<file path="src/rtl/psg_bridge_pkg.sv">
package psg_bridge_pkg;
  localparam int DW  = 8;
  localparam int CAW = 4;
  localparam logic [DW-1:0] REG_LIMIT = 8'h0E;
  localparam logic [DW-1:0] IO_SEL    = 8'h0F;
  localparam logic [DW-1:0] RD_IDLE   = 8'hFF;
  localparam logic [DW-1:0] STB_MASK  = 8'hC2;
  localparam logic [DW-1:0] SEL_PTR   = 8'h42;
  localparam logic [DW-1:0] SEL_DATA  = 8'h40;

  typedef enum logic [1:0] {C_NONE, C_LATCH, C_DATA} c_op_t;

  function automatic logic is_reg(input logic [DW-1:0] a);
    return a < REG_LIMIT;
  endfunction

  function automatic logic is_io(input logic [DW-1:0] a);
    return a == IO_SEL;
  endfunction

  function automatic logic [DW-1:0] rd_pick(input logic [DW-1:0] a,
                                            input logic [DW-1:0] rdata,
                                            input logic [DW-1:0] io);
    if (is_reg(a)) return rdata;
    else if (is_io(a)) return io;
    else return RD_IDLE;
  endfunction

  function automatic c_op_t c_decode(input logic [DW-1:0] old_v,
                                     input logic [DW-1:0] new_v);
    logic [DW-1:0] m;
    m = old_v & STB_MASK;
    if (!(old_v[0] && !new_v[0])) return C_NONE;
    if (m == SEL_PTR)  return C_LATCH;
    if (m == SEL_DATA) return C_DATA;
    return C_NONE;
  endfunction
endpackage

</file>
<file path="src/rtl/psg_direct_chan.sv">
module psg_direct_chan
  import psg_bridge_pkg::*;
(
  input  logic           clk,
  input  logic           rst_n,
  input  logic           ptr_wr,
  input  logic           data_wr,
  input  logic [DW-1:0]  wdata,
  input  logic [DW-1:0]  chip_rdata,
  output logic           chip_we,
  output logic [CAW-1:0] chip_addr,
  output logic [DW-1:0]  chip_wdata,
  output logic [DW-1:0]  rd_data,
  output logic [DW-1:0]  io_q,
  output logic           io_wr_ev
);
  logic [DW-1:0] ptr_q;
  logic [DW-1:0] wd_q;
  logic          we_q;
  logic          reg_wr_ev;

  assign io_wr_ev  = data_wr && is_io(ptr_q);
  assign reg_wr_ev = data_wr && is_reg(ptr_q);

  always_ff @(posedge clk) begin
    if (!rst_n) begin
      ptr_q <= '0;
      io_q  <= '0;
      wd_q  <= '0;
      we_q  <= 1'b0;
    end else begin
      we_q <= reg_wr_ev;
      if (reg_wr_ev) wd_q  <= wdata;
      if (ptr_wr)    ptr_q <= wdata;
      if (io_wr_ev)  io_q  <= wdata;
    end
  end

  assign chip_we    = we_q;
  assign chip_addr  = ptr_q[CAW-1:0];
  assign chip_wdata = wd_q;
  assign rd_data    = rd_pick(ptr_q, chip_rdata, io_q);

  // a strobe follows a data-port write one cycle earlier
  p_strobe_cause_r2: assert property (@(posedge clk) disable iff (!rst_n)
    chip_we |-> $past(data_wr));
  // the I/O register moves only on its own write event
  p_io_hold_r3: assert property (@(posedge clk) disable iff (!rst_n)
    !io_wr_ev |=> $stable(io_q));
  // the I/O register takes the written byte
  p_io_update_r9: assert property (@(posedge clk) disable iff (!rst_n)
    io_wr_ev |=> io_q == $past(wdata));
endmodule

</file>
<file path="src/rtl/psg_indirect_ctrl.sv">
module psg_indirect_ctrl
  import psg_bridge_pkg::*;
(
  input  logic           clk,
  input  logic           rst_n,
  input  logic           b_io_wr,
  input  logic [DW-1:0]  b_io_old,
  input  logic [DW-1:0]  b_io_new,
  input  logic [DW-1:0]  a_io,
  output logic           c_we,
  output logic [CAW-1:0] c_addr,
  output logic [DW-1:0]  c_wdata,
  output logic           c_latch_ev,
  output logic           c_data_ev
);
  c_op_t         op;
  logic [DW-1:0] cptr_q;
  logic [DW-1:0] cwd_q;
  logic          cwe_q;

  assign op         = b_io_wr ? c_decode(b_io_old, b_io_new) : C_NONE;
  assign c_latch_ev = (op == C_LATCH);
  assign c_data_ev  = (op == C_DATA) && is_reg(cptr_q);

  always_ff @(posedge clk) begin
    if (!rst_n) begin
      cptr_q <= '0;
      cwd_q  <= '0;
      cwe_q  <= 1'b0;
    end else begin
      cwe_q <= c_data_ev;
      if (c_latch_ev) cptr_q <= a_io;
      if (c_data_ev)  cwd_q  <= a_io;
    end
  end

  assign c_we    = cwe_q;
  assign c_addr  = cptr_q[CAW-1:0];
  assign c_wdata = cwd_q;

  // chip C acts only after a 1->0 write of bit 0
  p_c_edge_r5: assert property (@(posedge clk) disable iff (!rst_n)
    c_we |-> ($past(b_io_wr) && $past(b_io_old[0]) && !$past(b_io_new[0])));
  // pointer capture takes chip A's I/O value
  p_c_latch_r6: assert property (@(posedge clk) disable iff (!rst_n)
    c_latch_ev |=> cptr_q == $past(a_io));
  // no chip C strobe toward a pointer outside the register range
  p_c_range_r8: assert property (@(posedge clk) disable iff (!rst_n)
    c_we |-> is_reg(cptr_q));
  // the strobe carries chip A's I/O value from the trigger cycle
  p_c_data_r7: assert property (@(posedge clk) disable iff (!rst_n)
    c_we |-> c_wdata == $past(a_io));
endmodule

</file>
<file path="src/rtl/psg_trio_bridge.sv">
module psg_trio_bridge
  import psg_bridge_pkg::*;
(
  input  logic           clk,
  input  logic           rst_n,
  input  logic           host_wr,
  input  logic [1:0]     host_addr,
  input  logic [DW-1:0]  host_wdata,
  output logic [DW-1:0]  host_rdata,
  output logic           a_we,
  output logic [CAW-1:0] a_addr,
  output logic [DW-1:0]  a_wdata,
  input  logic [DW-1:0]  a_rdata,
  output logic           b_we,
  output logic [CAW-1:0] b_addr,
  output logic [DW-1:0]  b_wdata,
  input  logic [DW-1:0]  b_rdata,
  output logic           c_we,
  output logic [CAW-1:0] c_addr,
  output logic [DW-1:0]  c_wdata
);
  localparam int NPORT = 4;

  logic [NPORT-1:0] port_wr;
  logic [DW-1:0]    a_rd, b_rd, a_io, b_io;
  logic             a_io_ev, b_io_ev;
  logic             c_latch_ev, c_data_ev;

  for (genvar i = 0; i < NPORT; i++) begin : g_dec
    assign port_wr[i] = host_wr && (host_addr == i[1:0]);
  end

  psg_direct_chan u_chan_a (
    .clk(clk), .rst_n(rst_n), .ptr_wr(port_wr[0]), .data_wr(port_wr[2]),
    .wdata(host_wdata), .chip_rdata(a_rdata), .chip_we(a_we),
    .chip_addr(a_addr), .chip_wdata(a_wdata), .rd_data(a_rd),
    .io_q(a_io), .io_wr_ev(a_io_ev));

  psg_direct_chan u_chan_b (
    .clk(clk), .rst_n(rst_n), .ptr_wr(port_wr[1]), .data_wr(port_wr[3]),
    .wdata(host_wdata), .chip_rdata(b_rdata), .chip_we(b_we),
    .chip_addr(b_addr), .chip_wdata(b_wdata), .rd_data(b_rd),
    .io_q(b_io), .io_wr_ev(b_io_ev));

  psg_indirect_ctrl u_ctrl_c (
    .clk(clk), .rst_n(rst_n), .b_io_wr(b_io_ev), .b_io_old(b_io),
    .b_io_new(host_wdata), .a_io(a_io), .c_we(c_we), .c_addr(c_addr),
    .c_wdata(c_wdata), .c_latch_ev(c_latch_ev), .c_data_ev(c_data_ev));

  always_comb begin
    case (host_addr)
      2'd2:    host_rdata = a_rd;
      2'd3:    host_rdata = b_rd;
      default: host_rdata = RD_IDLE;
    endcase
  end

  // one host write yields at most one strobe
  p_one_strobe_r2: assert property (@(posedge clk) disable iff (!rst_n)
    $onehot0({a_we, b_we, c_we}));
  // chip C events need a chip B I/O write
  p_c_source_r5: assert property (@(posedge clk) disable iff (!rst_n)
    (c_latch_ev || c_data_ev) |-> (host_wr && host_addr == 2'd3 && b_io_ev));
  // pointer writes never strobe
  p_ptr_quiet_r1: assert property (@(posedge clk) disable iff (!rst_n)
    (host_wr && !host_addr[1]) |=> !(a_we || b_we || c_we));
  // strobes are low in the cycle after reset
  p_reset_quiet_r10: assert property (@(posedge clk)
    !rst_n |=> !(a_we || b_we || c_we));
endmodule

</file>
<file path="config.mk">
export PLATFORM = sky130hd
export DESIGN_NAME = psg_trio_bridge
export DESIGN_NICKNAME = d
export VERILOG_FILES = /design/src/rtl/psg_bridge_pkg.sv /design/src/rtl/psg_direct_chan.sv /design/src/rtl/psg_indirect_ctrl.sv /design/src/rtl/psg_trio_bridge.sv
export SDC_FILE = /design/constraint.sdc
export NUM_CORES = 1
export LEC_CHECK = 0
export BUFFER_PORTS_ARGS = -buffer_cell sky130_fd_sc_hd__buf_2
export CAP_MARGIN = 20
export CORE_AREA = 2 2 92 94
export DETAILED_ROUTE_END_ITERATION = 6
export DIE_AREA = 0 0 94 96
export PLACE_DENSITY = 0.74
export SLEW_MARGIN = 15
export SYNTH_ARGS = -nofsm -noshare
export SYNTH_HDL_FRONTEND = slang
export SYNTH_HIERARCHICAL = 1
export SYNTH_SLANG_ARGS = --single-unit
</file>
<file path="constraint.sdc">
create_clock -name clk -period 1.9 [get_ports clk]
set_clock_uncertainty 0.15 [all_clocks]
set_input_delay 0.285 -clock clk [delete_from_list [all_inputs] [get_ports clk]]
set_output_delay 0.285 -clock clk [all_outputs]
set_load 0.05 [all_outputs]
</file>
# After elaboration in Yosys (flattened, before gate mapping)
# Cells that the tools add are included.
# word_totals
reg_bits	67
latchBits	0
mem_bits_rw	0
rom_bits	0
input_bits	29
elab_cells	52
memories	0
# classes
n_addsub	0
n_mul	0
div	0
n_lt_le_gt_ge	3
eq_ne	9
shifts	0
mux	17
bitwise_logic	0
n_reduce_logical	12
# ops
operator	n
$mux 8	4
$lt 8x4->1 const B	3
$eq 8x4->1 const B	2
$pmux 8 s2	1
$mux 2	7
$logic_and 1x1->1	10
$eq 2x2->1 const B	3
$eq 3x2->1 const B	2
$mux 1	5
$eq 2x1->1 const B	2
$logic_not 2->1	1
$logic_not 1->1	1

# Logic depth before layout (Yosys ltp)
# logic_depth
ltp_word	11
mapped_depth	10

# By module
# The synthesis kept the hierarchy.
# by_module_without_submodules
module	n_inst	cells_each	area_per_inst_um2	seq_area_each_um2
psg_direct_chan	2	124	1113.6	500.5
psg_indirect_ctrl	1	85	772.0	340.3
psg_trio_bridge	1	23	158.9	0.0

# Worst setup path after synthesis
# Ideal clock, no wire load.
# synth_path
kind	reg2reg
from	register u_chan_b.ptr_q[3]
to	register u_ctrl_c.cwd_q[0], in the netlist u_ctrl_c/c_wdata[0]
arrival_ns	1.869
required_ns	1.678
slack_ns	-0.191
stages_incl_launch_ff	11
n_path_buf	4
cell_sequence	dfxtp_1 and3_1 clkbuf_1 nand4_1 buf_6 inv_1 and3b_1 buf_6 and4_4 buf_12 mux2i_1
# synth_via
elab_chain_len	5
# synth_rtl
item	line	rtl
from (decl)	psg_direct_chan.sv:17	logic [DW-1:0] ptr_q;
from (signal assigned)	psg_direct_chan.sv:34	if (ptr_wr) ptr_q <= wdata;
$eq 8x4->1	psg_bridge_pkg.sv:18	return a == IO_SEL;
$logic_and 1x1->1	psg_direct_chan.sv:22	assign io_wr_ev = data_wr && is_io(ptr_q);
named net b_io_ev	psg_trio_bridge.sv:26	logic a_io_ev, b_io_ev;
$mux 2	psg_indirect_ctrl.sv:21	assign op = b_io_wr ? c_decode(b_io_old, b_io_new) : C_NONE;
$eq 2x2->1	psg_indirect_ctrl.sv:23	assign c_data_ev = (op == C_DATA) && is_reg(cptr_q);
$logic_and 1x1->1	psg_indirect_ctrl.sv:23	
named net c_data_ev	psg_trio_bridge.sv:27	logic c_latch_ev, c_data_ev;
to (signal assigned)	psg_indirect_ctrl.sv:33	if (c_data_ev) cwd_q <= a_io;
to (decl)	psg_indirect_ctrl.sv:18	logic [DW-1:0] cwd_q;
# The timed path passes the listed nets, and every way through them passes these cells.
# A chain may end at the register's enable or synchronous reset.

# Worst setup path in the final report
# layout_path
from	register u_chan_b.ptr_q[6]
to	output host_rdata[3]
# layout_via
elab_chain_len	4
# layout_rtl
item	line	rtl
branches (longest 2 deep; another with $lt 8x4->1)	-	
$mux 8 *	psg_bridge_pkg.sv:24	if (is_reg(a)) return rdata;
named net b_rd[3]	psg_trio_bridge.sv:25	logic [DW-1:0] a_rd, b_rd, a_io, b_io;
$pmux 8 s2 *	psg_trio_bridge.sv:51	case (host_addr)
to (decl)	psg_trio_bridge.sv:9	output logic [DW-1:0] host_rdata,
# Mark *: on every way through the listed nets, which the timed path passes.

==> run metrics <==
Skew-Pair Late Insertion Delay 0.35 ns; min-delay worst type in -> reg; Fin Setup TNS -2.199 ns; crit path from u_chan_b/ptr_q[6]; Placed Instances 517; hold-fix buffers at CTS 0; global-route wire length before repair 12.85 mm; period utilisation layout 115.4%; Post-Layout Cell Count 535; Overall Power 3.195 mW; cell count of the worst reg-to-reg path 6; vias in the first global route 2577; hpwl dp 5.982 mm; cell chain of the critical path nor4_4 -> buf_4 -> o21ai_2 -> mux2i_1 -> nand2_1 -> buf_6; DRC 0; Int Power 2.343 mW; Setup CP Type reg -> out; slowest cell on the critical path nor4_4; met2 routed WL 3.911 mm; largest net degree at the start of global routing 38; top layer in use met4; Slew Limit Fails 0; Switching Power 851.6 uW; final core utilization 48.47%; overall die height 96 um; Design Area, Final 0.003902 mm^2; Critical R2R Launch u_chan_b/ptr_q[6]; leakage power 1.805 nW; part of the power in combinational logic 13.5%; Via Count 2793; RSZ-0062 raised after global routing true; CTS Sinks 67; ant diodes 0; Core Box Area 0.008051 mm^2; # IOs 76; Initial Util 39.13%; die area 0.009024 mm^2; Final Net Count 455; failing checks setup timing; Max Cap Violations 0; layout cells sized above 1 30.93%; fmax 456.0 MHz; Buffers on Ports 75; WP data arrival 1.76 ns; P per Cell Area 818.6 mW/mm^2; crit path max fanout 5; synth warn 6; status complete, but fails checks; Reg area 0.001351 mm^2; clock power share 41.2%; area grow syn2layout 23.87%; pre-CTS setup slack -0.01036 ns; clk root buf clkbuf_8; initial antenna violation count 0; final setup fails 11; TritonCTS clock tree built; Filler Cell Count 798; per-cell routed wire length 15.84 um; WP depth 6; HP Start host_wdata[4]; Sw Share 26.66%; CP max stage delay 0.36 ns; Crit. End Element output port; clock tree buffer depth 2; syn_area_per_cell 8.900 um^2; startpoint types register; critical path required time 1.46 ns; WL met3 639 um; Worst slew margin 58.42%; vias per cell 5.221; Die W 94 um; GPL Wtd Cong 0.8616; CTS buffer count 9; GRT Total Usage 18.89%; CTS H-tree lvls 3; met1 wire length 3.749 mm; post-synthesis instance total 354; hold path cells 3; Seq pwr share 45.3%; synthesized area 0.003151 mm^2; Min Hold Slack 0.1079 ns; initial drt markers 143; Pre-antenna DRT Iters 6; worst vdd ir 444.1 uV; syn_nets 383; cell family with most CP delay simple AND/OR/NAND/NOR gates; area of the multi-input gates 0.001615 mm^2; CP Buf/Inv Count 2; min Tclk post-route 2.193 ns; number of core rows 33; post-route ant nets 0; final wirelength 8.476 mm; worst-margin pin slew 0.6151 ns; dpl cell area 0.003568 mm^2; Final WS setup -0.2932 ns; clock slew at the register clock pins of the worst setup and hold paths 0.08 ns; total grt overflow 0; final hold vios 0
final timing paths:
kind / to / slack, ns
worst min register to register: u_ctrl_c/c_wdata[0] / 0.31
worst max-delay path: host_rdata[3] / -0.29
worst min-delay path: u_chan_b/ptr_q[4] / 0.11
worst max register to register: u_ctrl_c/c_wdata[4] / -0.02
layer usage:
layer  GRT usage [%]  vias up
met2           28.87      131
met3           3.602       14
li1                -     1337
met5               0        -
met4           8.816        0
met1           25.81     1311
placed cells by master, fill, tap and decap left out, types with 2 or more instances in the layout:
cell and count:
o21ai_1 17, buf_4 17, nor4_4 2, clkbuf_8 10, buf_2 68, a21boi_1 6
nor3b_1 11, nand3b_1 2, clkinv_2 2, nand3_1 13, o21ai_0 6, nor3b_2 6
nand4_1 2, and3_2 2, and3b_2 2, a21boi_0 2, dfxtp_1 59, buf_6 8
mux2i_1 64, clkinv_1 2, nand2_1 73, and4_4 2, dfxtp_2 8, bufinv_16 2
nor2_1 35
power by group through the flow:
| stage | clock network [mW] | logic (mW) | registers, mW |
|---|---|---|---|
| after floorplan | 0 | 0.232 | 1.52 |
| final | 1.32 | 0.431 | 1.45 |
| after CTS | 1.33 | 0.425 | 1.45 |
| after detailed placement | 0 | 0.399 | 1.48 |
| after global routing | 1.39 | 0.457 | 1.45 |
| after global placement | 0 | 0.397 | 1.48 |
registers in the layout (all words and copies together), names as in the netlist:
name                 count
u_chan_a/io_q            8
u_chan_b/chip_wdata      8
u_chan_b/ptr_q           8
u_chan_a/chip_we         1
u_chan_b/io_q            8
u_ctrl_c/c_we            1
u_ctrl_c/c_wdata         8
u_chan_a/chip_wdata      8
u_chan_a/ptr_q           8
u_chan_b/chip_we         1
u_ctrl_c/cptr_q          8
worst reg2reg max path, delay by kind of cell (launching register included):
family	cells	cell delay, ns
mux	1	0.20
flops	1	0.33
simple gates	4	1.06
buf+inv	1	0.10
cell type report:
class                      instances  area share (%)
clock buffer                      10           3.527
clock inverter                     5           1.988
inverter                           3          0.2886
multi-input combinational        251           41.39
sequential                        67           34.63
tap                              105           3.366
timing repair buffer              94           14.81
repair_timing:
action                     CTS  global route
cloned                       1             1
buffers inserted             0             1
gates resized for setup     28            30
setup endpoints to repair    8            25
pin swaps                   10             6
No activity file was read; power rests on OpenSTA's default activity.
